### src/rtl/dtmr_pkg.sv
package dtmr_pkg;
   // action chosen for the counter on the coming edge
   typedef enum logic [1:0] {
      ACT_HOLD   = 2'd0,
      ACT_DEC    = 2'd1,
      ACT_LOAD   = 2'd2,
      ACT_EXPIRE = 2'd3
   } cnt_act_e;
endpackage

### src/rtl/dtmr_reload.sv
module dtmr_reload #(
   parameter int unsigned WIDTH = 32,
   parameter logic [WIDTH-1:0] RST_VAL = '0
) (
   input  logic             clk,
   input  logic             rst_n,
   input  logic             wr_i,
   input  logic [WIDTH-1:0] wdata_i,
   output logic [WIDTH-1:0] val_o
);
   logic [WIDTH-1:0] val_q;

   always_ff @(posedge clk or negedge rst_n) begin
      if (!rst_n)    val_q <= RST_VAL;
      else if (wr_i) val_q <= wdata_i;
   end

   assign val_o = val_q;

   // a write lands at the next edge
   a_r7_reload_write: assert property (@(posedge clk) disable iff (!rst_n)
      wr_i |=> val_o == $past(wdata_i));
endmodule

### src/rtl/dtmr_count.sv
module dtmr_count
   import dtmr_pkg::*;
#(
   parameter int unsigned WIDTH = 32,
   parameter logic [WIDTH-1:0] RST_VAL = '0
) (
   input  logic             clk,
   input  logic             rst_n,
   input  logic             tick_i,
   input  logic             wr_i,
   input  logic [WIDTH-1:0] wdata_i,
   input  logic             autoreload_i,
   input  logic [WIDTH-1:0] reload_i,
   output logic [WIDTH-1:0] cnt_o,
   output logic             expire_o
);
   localparam logic [WIDTH-1:0] CNT_ONE  = WIDTH'(1);
   localparam logic [WIDTH-1:0] CNT_ZERO = '0;

   cnt_act_e         act;
   logic [WIDTH-1:0] cnt_q, cnt_d;

   always_comb begin
      if (wr_i)                   act = ACT_LOAD;
      else if (!tick_i)           act = ACT_HOLD;
      else if (cnt_q == CNT_ONE)  act = ACT_EXPIRE;
      else if (cnt_q == CNT_ZERO) act = ACT_HOLD;
      else                        act = ACT_DEC;
   end

   always_comb begin
      unique case (act)
         ACT_DEC:    cnt_d = cnt_q - CNT_ONE;
         ACT_LOAD:   cnt_d = wdata_i;
         ACT_EXPIRE: cnt_d = autoreload_i ? reload_i : CNT_ZERO;
         default:    cnt_d = cnt_q;
      endcase
   end

   always_ff @(posedge clk or negedge rst_n) begin
      if (!rst_n) cnt_q <= RST_VAL;
      else        cnt_q <= cnt_d;
   end

   assign cnt_o    = cnt_q;
   assign expire_o = (act == ACT_EXPIRE);

   // no tick and no write keeps the count
   a_r2_hold: assert property (@(posedge clk) disable iff (!rst_n)
      (!tick_i && !wr_i) |=> $stable(cnt_o));
   // zero is a resting state without auto-reload escape
   a_r5_rest_at_zero: assert property (@(posedge clk) disable iff (!rst_n)
      (!wr_i && cnt_o == CNT_ZERO) |=> cnt_o == CNT_ZERO);
   // a write beats a tick
   a_r6_write_wins: assert property (@(posedge clk) disable iff (!rst_n)
      wr_i |=> cnt_o == $past(wdata_i));
   // expiry with auto-reload copies the old reload value
   a_r4_reload: assert property (@(posedge clk) disable iff (!rst_n)
      (tick_i && !wr_i && autoreload_i && cnt_o == CNT_ONE) |=> cnt_o == $past(reload_i));
endmodule

### src/rtl/dtmr_status.sv
module dtmr_status (
   input  logic clk,
   input  logic rst_n,
   input  logic set_i,
   input  logic clr_i,
   input  logic irq_en_i,
   output logic pend_o,
   output logic irq_o
);
   logic pend_q;

   always_ff @(posedge clk or negedge rst_n) begin
      if (!rst_n)     pend_q <= 1'b0;
      else if (set_i) pend_q <= 1'b1;
      else if (clr_i) pend_q <= 1'b0;
   end

   assign pend_o = pend_q;
   assign irq_o  = pend_q & irq_en_i;

   // sticky until cleared
   a_r8_sticky: assert property (@(posedge clk) disable iff (!rst_n)
      (pend_o && !clr_i) |=> pend_o);
   // set dominates clear
   a_r9_set_wins: assert property (@(posedge clk) disable iff (!rst_n)
      (set_i && clr_i) |=> pend_o);
endmodule

### src/rtl/dec_timer.sv
module dec_timer #(
   parameter int unsigned WIDTH = 32,
   parameter logic [WIDTH-1:0] CNT_RESET = '0,
   parameter logic [WIDTH-1:0] RLD_RESET = '0
) (
   input  logic             clk,
   input  logic             rst_n,
   input  logic             tick_i,
   input  logic             cnt_wr_i,
   input  logic [WIDTH-1:0] cnt_wdata_i,
   input  logic             rld_wr_i,
   input  logic [WIDTH-1:0] rld_wdata_i,
   input  logic             autoreload_i,
   input  logic             irq_en_i,
   input  logic             pend_clr_i,
   output logic [WIDTH-1:0] cnt_o,
   output logic [WIDTH-1:0] rld_o,
   output logic             pend_o,
   output logic             irq_o
);
   localparam logic [WIDTH-1:0] TOP_ONE = WIDTH'(1);

   generate
      if (WIDTH < 2) begin : g_bad_width
         $error("dec_timer: WIDTH must be at least 2");
      end
   endgenerate

   logic             expire;
   logic [WIDTH-1:0] reload_val;

   dtmr_reload #(.WIDTH(WIDTH), .RST_VAL(RLD_RESET)) i_reload (
      .clk     (clk),
      .rst_n   (rst_n),
      .wr_i    (rld_wr_i),
      .wdata_i (rld_wdata_i),
      .val_o   (reload_val)
   );

   dtmr_count #(.WIDTH(WIDTH), .RST_VAL(CNT_RESET)) i_count (
      .clk          (clk),
      .rst_n        (rst_n),
      .tick_i       (tick_i),
      .wr_i         (cnt_wr_i),
      .wdata_i      (cnt_wdata_i),
      .autoreload_i (autoreload_i),
      .reload_i     (reload_val),
      .cnt_o        (cnt_o),
      .expire_o     (expire)
   );

   dtmr_status i_status (
      .clk      (clk),
      .rst_n    (rst_n),
      .set_i    (expire),
      .clr_i    (pend_clr_i),
      .irq_en_i (irq_en_i),
      .pend_o   (pend_o),
      .irq_o    (irq_o)
   );

   assign rld_o = reload_val;

   // tick at one raises the flag
   a_r3_expiry_flags: assert property (@(posedge clk) disable iff (!rst_n)
      (tick_i && !cnt_wr_i && cnt_o == TOP_ONE) |=> pend_o);
   // a write never raises the flag by itself
   a_r6_write_no_flag: assert property (@(posedge clk) disable iff (!rst_n)
      (cnt_wr_i && !pend_o) |=> !pend_o);
   // without auto-reload an expiry ends at zero
   a_r5_stop: assert property (@(posedge clk) disable iff (!rst_n)
      (tick_i && !cnt_wr_i && !autoreload_i && cnt_o == TOP_ONE) |=> cnt_o == '0);
endmodule

### config.mk
export PLATFORM = sky130hd
export DESIGN_NAME = dec_timer
export DESIGN_NICKNAME = d
export VERILOG_FILES = /design/src/rtl/dtmr_pkg.sv /design/src/rtl/dtmr_reload.sv /design/src/rtl/dtmr_count.sv /design/src/rtl/dtmr_status.sv /design/src/rtl/dec_timer.sv
export SDC_FILE = /design/constraint.sdc
export NUM_CORES = 1
export LEC_CHECK = 0
export BUFFER_PORTS_ARGS = -buffer_cell sky130_fd_sc_hd__buf_4
export CORE_AREA = 2 2 79 96
export CTS_CLUSTER_DIAMETER = 60
export DETAILED_ROUTE_END_ITERATION = 10
export DIE_AREA = 0 0 81 98
export GPL_TIMING_DRIVEN = 0
export PLACE_DENSITY = 0.95
export SKIP_CTS_REPAIR_TIMING = 1
export SLEW_MARGIN = 40
export SYNTH_ARGS = -nofsm -noshare
export SYNTH_HDL_FRONTEND = slang
export SYNTH_HIERARCHICAL = 1
export SYNTH_SLANG_ARGS = --single-unit
export TNS_END_PERCENT = 5
### constraint.sdc
create_clock -name clk -period 5.4 [get_ports clk]
set_input_delay 0.54 -clock clk [delete_from_list [all_inputs] [get_ports clk]]
set_output_delay 0.54 -clock clk [all_outputs]
set_load 0.02 [all_outputs]
Yosys cells after proc, flatten, opt, wreduce, memory -nomap -nowiden:

Cells that the tools add are included.

* flip-flop bits (word level): 65
* output and inout bits: 66

* add/subtract/negate cells: 1
* equality and inequality tests: 4
* multiplexer cells: 8
* bitwise logic cells: 1
* reduce and logical (&&, ||, !) cells: 3

Operators by type and width (count)
* 32-bit one-hot mux with 3 select lines: 1
* 32-bit by 1-bit equality test with 1-bit output, second input constant: 1
* 32-bit logical NOT: 1
* 32-bit two-way mux: 1
* 32-bit by 1-bit subtractor with 32-bit output, second input constant: 1
* 2-bit two-way mux: 3
* 2-bit equality test, second input constant: 2
* 1-bit two-way mux: 3
* 3-bit nonzero test: 1
* 2-bit by 1-bit equality test with 1-bit output, second input constant: 1
* 2-bit nonzero test: 1
* 1-bit bitwise AND: 1

Longest topological paths before layout:

* depth in word-level cells: 7
* mapped depth: 9
* gate-level depth less buffers: 8

Cells and area by module:

Netlist, hierarchy kept.

By module, submodules not included
* dtmr_count: times used 1, cells an instance 259, area an instance 2304.7 um2, sequential area each 800.8 um2
* dtmr_reload: times used 1, cells an instance 68, area an instance 1345.0 um2, sequential area each 800.8 um2
* dtmr_status: times used 1, cells an instance 4, area an instance 42.5 um2, sequential area each 25.0 um2

Worst setup path after synthesis:

No wires, ideal clock.

* path kind: flip-flop to flip-flop
* start point: reg i_count.cnt_q[18] (netlist: i_count/cnt_o[18])
* end point: reg i_count.cnt_q[31] (netlist: i_count/cnt_o[31])
* arrival: 2.463 ns
* data required time: 5.273 ns
* slack: 2.810 ns
* stages on the path, launching flop included: 9
* buffers on the path: 2
* clock period less this slack: 2.590 ns
* path through: dfrtp_1 > or4_4 > buf_6 > nand4b_4 > buf_6 > or4_4 > and3_1 > a311oi_1 > o21ai_1

* cells in the longest elaborated chain, start to end: 7
* elaborated cells on any way between the ends: 12
* those cells by class: add/sub (1); eq/ne (4); mux (5); reduce/logical (2)

RTL lines
* start: declaration: RTL line dtmr_count.sv:21 `logic [WIDTH-1:0] cnt_q, cnt_d;`
* start signal: assignment: RTL line dtmr_count.sv:42 `else cnt_q <= cnt_d;`
* 32-bit logical NOT: RTL line dtmr_count.sv:27 `else if (cnt_q == CNT_ZERO) act = ACT_HOLD;`
* 1-bit two-way mux: RTL line dtmr_count.sv:27
* 2-bit two-way mux: RTL line dtmr_count.sv:26 `else if (cnt_q == CNT_ONE) act = ACT_EXPIRE;`
* 2-bit two-way mux: RTL line dtmr_count.sv:25 `else if (!tick_i) act = ACT_HOLD;`
* 2-bit two-way mux: RTL line dtmr_count.sv:24 `if (wr_i) act = ACT_LOAD;`
* 2-bit equality test / 2-bit by 1-bit equality test with 1-bit output (equally long branches): RTL line dtmr_count.sv:32 `unique case (act)`
* 32-bit one-hot mux with 3 select lines / 3-bit nonzero test (equally long branches)

Several ways; a longest one is shown, not always the timed one.
A chain may end at the register's enable or synchronous reset.

Worst setup path in the final report:

* start point: reg i_count.cnt_q[4] (netlist: i_count/cnt_o[4])
* end point: reg i_count.cnt_q[1] (netlist: i_count/cnt_o[1])

* cells in the longest elaborated chain, start to end: 7
* elaborated cells on any way between the ends: 11
* those cells by class: eq/ne (4); mux (5); reduce/logical (2)

RTL lines (RTL line)
* 32-bit logical NOT: dtmr_count.sv:27
* 1-bit two-way mux: dtmr_count.sv:27
* 2-bit two-way mux *: dtmr_count.sv:26
* 2-bit two-way mux *: dtmr_count.sv:25
* 2-bit two-way mux *: dtmr_count.sv:24
* 2-bit equality test / 2-bit by 1-bit equality test with 1-bit output (equally long branches): dtmr_count.sv:32
* 32-bit one-hot mux with 3 select lines / 3-bit nonzero test (equally long branches)

Every way passes the cells marked *; elsewhere a longest branch is shown, timed or not.

==> impl_metrics.py <==
metrics = {
    "critical_path": {
        "cpMostUsedCell": "nand2_1",
        "reg2reg_depth": 7,
        "crit_path_max_incr_delay_ns": 0.76,
        "path_buf_inv": 1,
        "cp.depth": 7,
        "crit_fanout": 10,
        "ff2ff_setup_slack_ns": 2.26,
        "startpoint": "i_count/cnt_o[4]$_DFFE_PN0P_",
        "crit_chain": "nor4_2 > nand2_1 > o41ai_2 > buf_2 > nand2_1 > o21ai_0 > a211o_1",
        "regToRegStartpoint": "i_count/cnt_o[4]$_DFFE_PN0P_",
        "cp-endpoint": "i_count/cnt_o[1]$_DFFE_PN0P_",
        "cp-start-kind": "flip-flop",
        "slowest_stage": "o41ai_2",
        "cp_top_family": "compound AO/OA/AOI/OAI gates",
        "cp-end-kind": "flip-flop",
        "critPathKind": "reg -> reg",
        "r2r_end": "i_count/cnt_o[1]$_DFFE_PN0P_",
        "crit_arrival_ns": 3.41,
        "crit_required_ns": 5.67,
    },
    "synthesis": {
        "syn_nets": 406,
        "synth-seq-cells": 65,
        "ys_seq_area_frac": 0.441,
        "syn_inst": 331,
        "yosys_warnings": 6,
        "ys_types": 59,
        "syn_area_um2": 3690,
        "postSynthAreaPerCell_um2": 11.2,
        "synth_top_area_cell": "dfrtp_1",
        "synthFlopType": "dfrtp_1",
        "synth_edf_count": 0,
        "synthTopCellsByArea": "dfrtp_1, mux2_4, a22oi_1",
        "async_reset_ff_frac": 1.00,
        "yosysTopAreaCellShare": 0.441,
    },
    "clock_network": {
        "clock_path_buffers": 2,
        "path_clk_slew_ns": 0.07,
        "h-tree-depth": 3,
        "cts_tree": "yes",
        "cts_root_buffer": "clkbuf_8",
        "insertion_delay_ns": 0.34,
        "cts_sinks": 65,
        "numCtsBuffers": 9,
    },
    "cells_and_area": {
        "area_delta_synth_final_pct": 36.9,
        "antenna_cells": 0,
        "num-nets-final": 553,
        "fin_util": 0.716,
        "drive_above_1_share": 0.434,
    },
    "sta": {
        "tightest_slew_ns": 0.817,
        "rsz0062_at_grt": "false",
        "fin_crit_sh": 0.582,
        "hold_violations": 0,
        "drv_slew": 0,
        "fin_hold_ws_ns": 0.182,
        "setup_viol": 0,
        "fmax_ghz": 0.318,
        "tns_ns": 0,
        "max-slew-margin-rel": 0.451,
        "final.min_clock_period_ns": 3.14,
        "clock-skew-final_ns": 0.00707,
    },
    "global_routing": {
        "antenna_found_initial": 0,
        "grtUsageMet3": 0.0462,
        "gr-usage-met1": 0.371,
        "grt_usage": 0.301,
        "top_usage_layer": "met2",
        "grt.met2_usage": 0.488,
        "gr-total-overflow": 0,
        "grt_pass1_wl_mm": 18.2,
        "grt_max_degree": 66,
        "grt_pass1_vias": 3636,
    },
    "detailed_routing": {
        "drt_iter0_drc": 211,
        "viasPerCell": 6.32,
        "drt_pre_antenna_iters": 5,
        "routedWlPerCell_um": 20.3,
        "ant_nets": 0,
        "wirelength_mm": 11.6,
        "vias": 3615,
        "drc_errors": 0,
    },
    "run": {
        "drv_cap": 0,
    },
    "die": {
        "rows": 34,
        "start_util": 0.523,
        "fp.dieH_um": 98,
        "io_pins": 138,
        "die_w_um": 81,
        "core-area_um2": 7060,
        "dieArea_um2": 7940,
    },
    "power_and_ir_drop": {
        "peakVddDrop_uv": 204,
        "p_per_area_nw_per_um2": 279,
        "p_leak_nw": 2.34,
    },
    "place": {
        "hpwl_mm": 8.26,
        "gp_congestion": 0.877,
        "numPortBuffers": 136,
    },
    "status": {
        "status": "finished clean",
    },
    "min_path": {
        "hp-class": "in -> async",
    },
}
## layer usage
metal	routed length (um)	vias to the layer above
met5	0	-
li1	-	1573
met2	5790	220
met4	552	0
met1	4390	1773
met3	865	49
## final cells by class
type                            count  area [um2]
Timing Repair Buffer              136        1020
Multi-Input combinational cell    238        1890
Clock inverter                      2        35.0
Fill cell                         549        2010
Clock buffer                       13         179
Tap cell                           90         113
Sequential cell                    65        1630
Buffer                             21         165
Inverter                            7        26.3
## power breakdown
part / switching (W) / total (W) / leakage, nW / internal [W]
Sequential: 0.0000637 / 0.000602 / 0.776 / 0.000538
Clock: 0.000182 / 0.000443 / 0.112 / 0.000260
Combinational: 0.000186 / 0.000367 / 1.45 / 0.000181
## cell usage after synthesis (4+ instances only)
library cell / number
dfrtp_1: 65
mux2_4: 30
o21ai_0: 27
a22oi_1: 19
nand2_1: 19
nor3_1: 19
nor4_1: 11
clkbuf_1: 10
nand3_1: 9
nor2_1: 9
xnor2_1: 9
a21oi_1: 7
inv_1: 7
a22o_1: 4
buf_6: 4
o311ai_0: 4
## worst reg2reg max path, stage by stage (launching register included)
cell,delay [ns]
dfrtp_1,0.44
nor4_2,0.55
nand2_1,0.39
o41ai_2,0.76
buf_2,0.37
nand2_1,0.09
o21ai_0,0.29
a211o_1,0.18
## registers in the layout, summed over array words and instances, names as in the netlist
register         cells
i_reload/val_o      32
i_status/pend_o      1
i_count/cnt_o       32
## worst min-delay path by stage
stage	cells past startpoint	from	slack, ns	end
after floorplan	0	rst_n	0.24	i_count/cnt_o[0]$_DFFE_PN0P_
after global placement	1	i_status/pend_o$_DFFE_PN0P_	0.49	i_status/pend_o$_DFFE_PN0P_
after detailed placement	1	i_count/cnt_o[25]$_DFFE_PN0P_	0.49	i_count/cnt_o[25]$_DFFE_PN0P_
after CTS	1	rst_n	0.32	i_reload/val_o[17]$_DFFE_PN0P_
after global routing	1	rst_n	0.23	i_reload/val_o[18]$_DFFE_PN0P_
final	1	rst_n	0.18	i_reload/val_o[17]$_DFFE_PN0P_
## per-stage QoR
stage | instances | area, um2 | setup WS (ns) | power (W)
finish | 572 | 5050 | 2.26 | 0.00141
global route | 572 | 5050 | 2.00 | 0.00147
detailed placement | 557 | 4830 | 2.36 | 0.000971
CTS | 572 | 5050 | 2.34 | 0.00141
global placement | 557 | 4830 | 2.38 | 0.000958
floorplan | 331 | 3690 | 2.81 | 0.000793
## placed cells by master, fill, tap and decap left out, types with 5 or more instances in the layout
cell type / netlist / final
buf_4: 1 / 136
o21ai_0: 27 / 27
dfrtp_1: 65 / 65
inv_1: 7 / 7
buf_6: 4 / 5
nand2_1: 19 / 19
a22oi_1: 19 / 19
a21oi_1: 7 / 7
nor3_1: 19 / 18
nor4_1: 11 / 10
nand3_1: 9 / 9
clkbuf_1: 10 / 10
nor2_1: 9 / 9
xnor2_1: 9 / 9
mux2_4: 30 / 30
clkbuf_8: 0 / 13
## cell families (layout without fill, tap and decap cells)
logic type | count (synthesis) | in the layout | synth area share
DFF | 65 | 65 | 0.441
buffers and inverters | 28 | 179 | 0.0518
xor gates and xnor gates | 10 | 10 | 0.0237
muxes | 32 | 32 | 0.128
and+or+nand+nor | 99 | 99 | 0.158
AOI/OAI and AO/OA | 94 | 94 | 0.188
adders and majority gates | 3 | 3 | 0.0102
(Power assumes the default switching activity.)
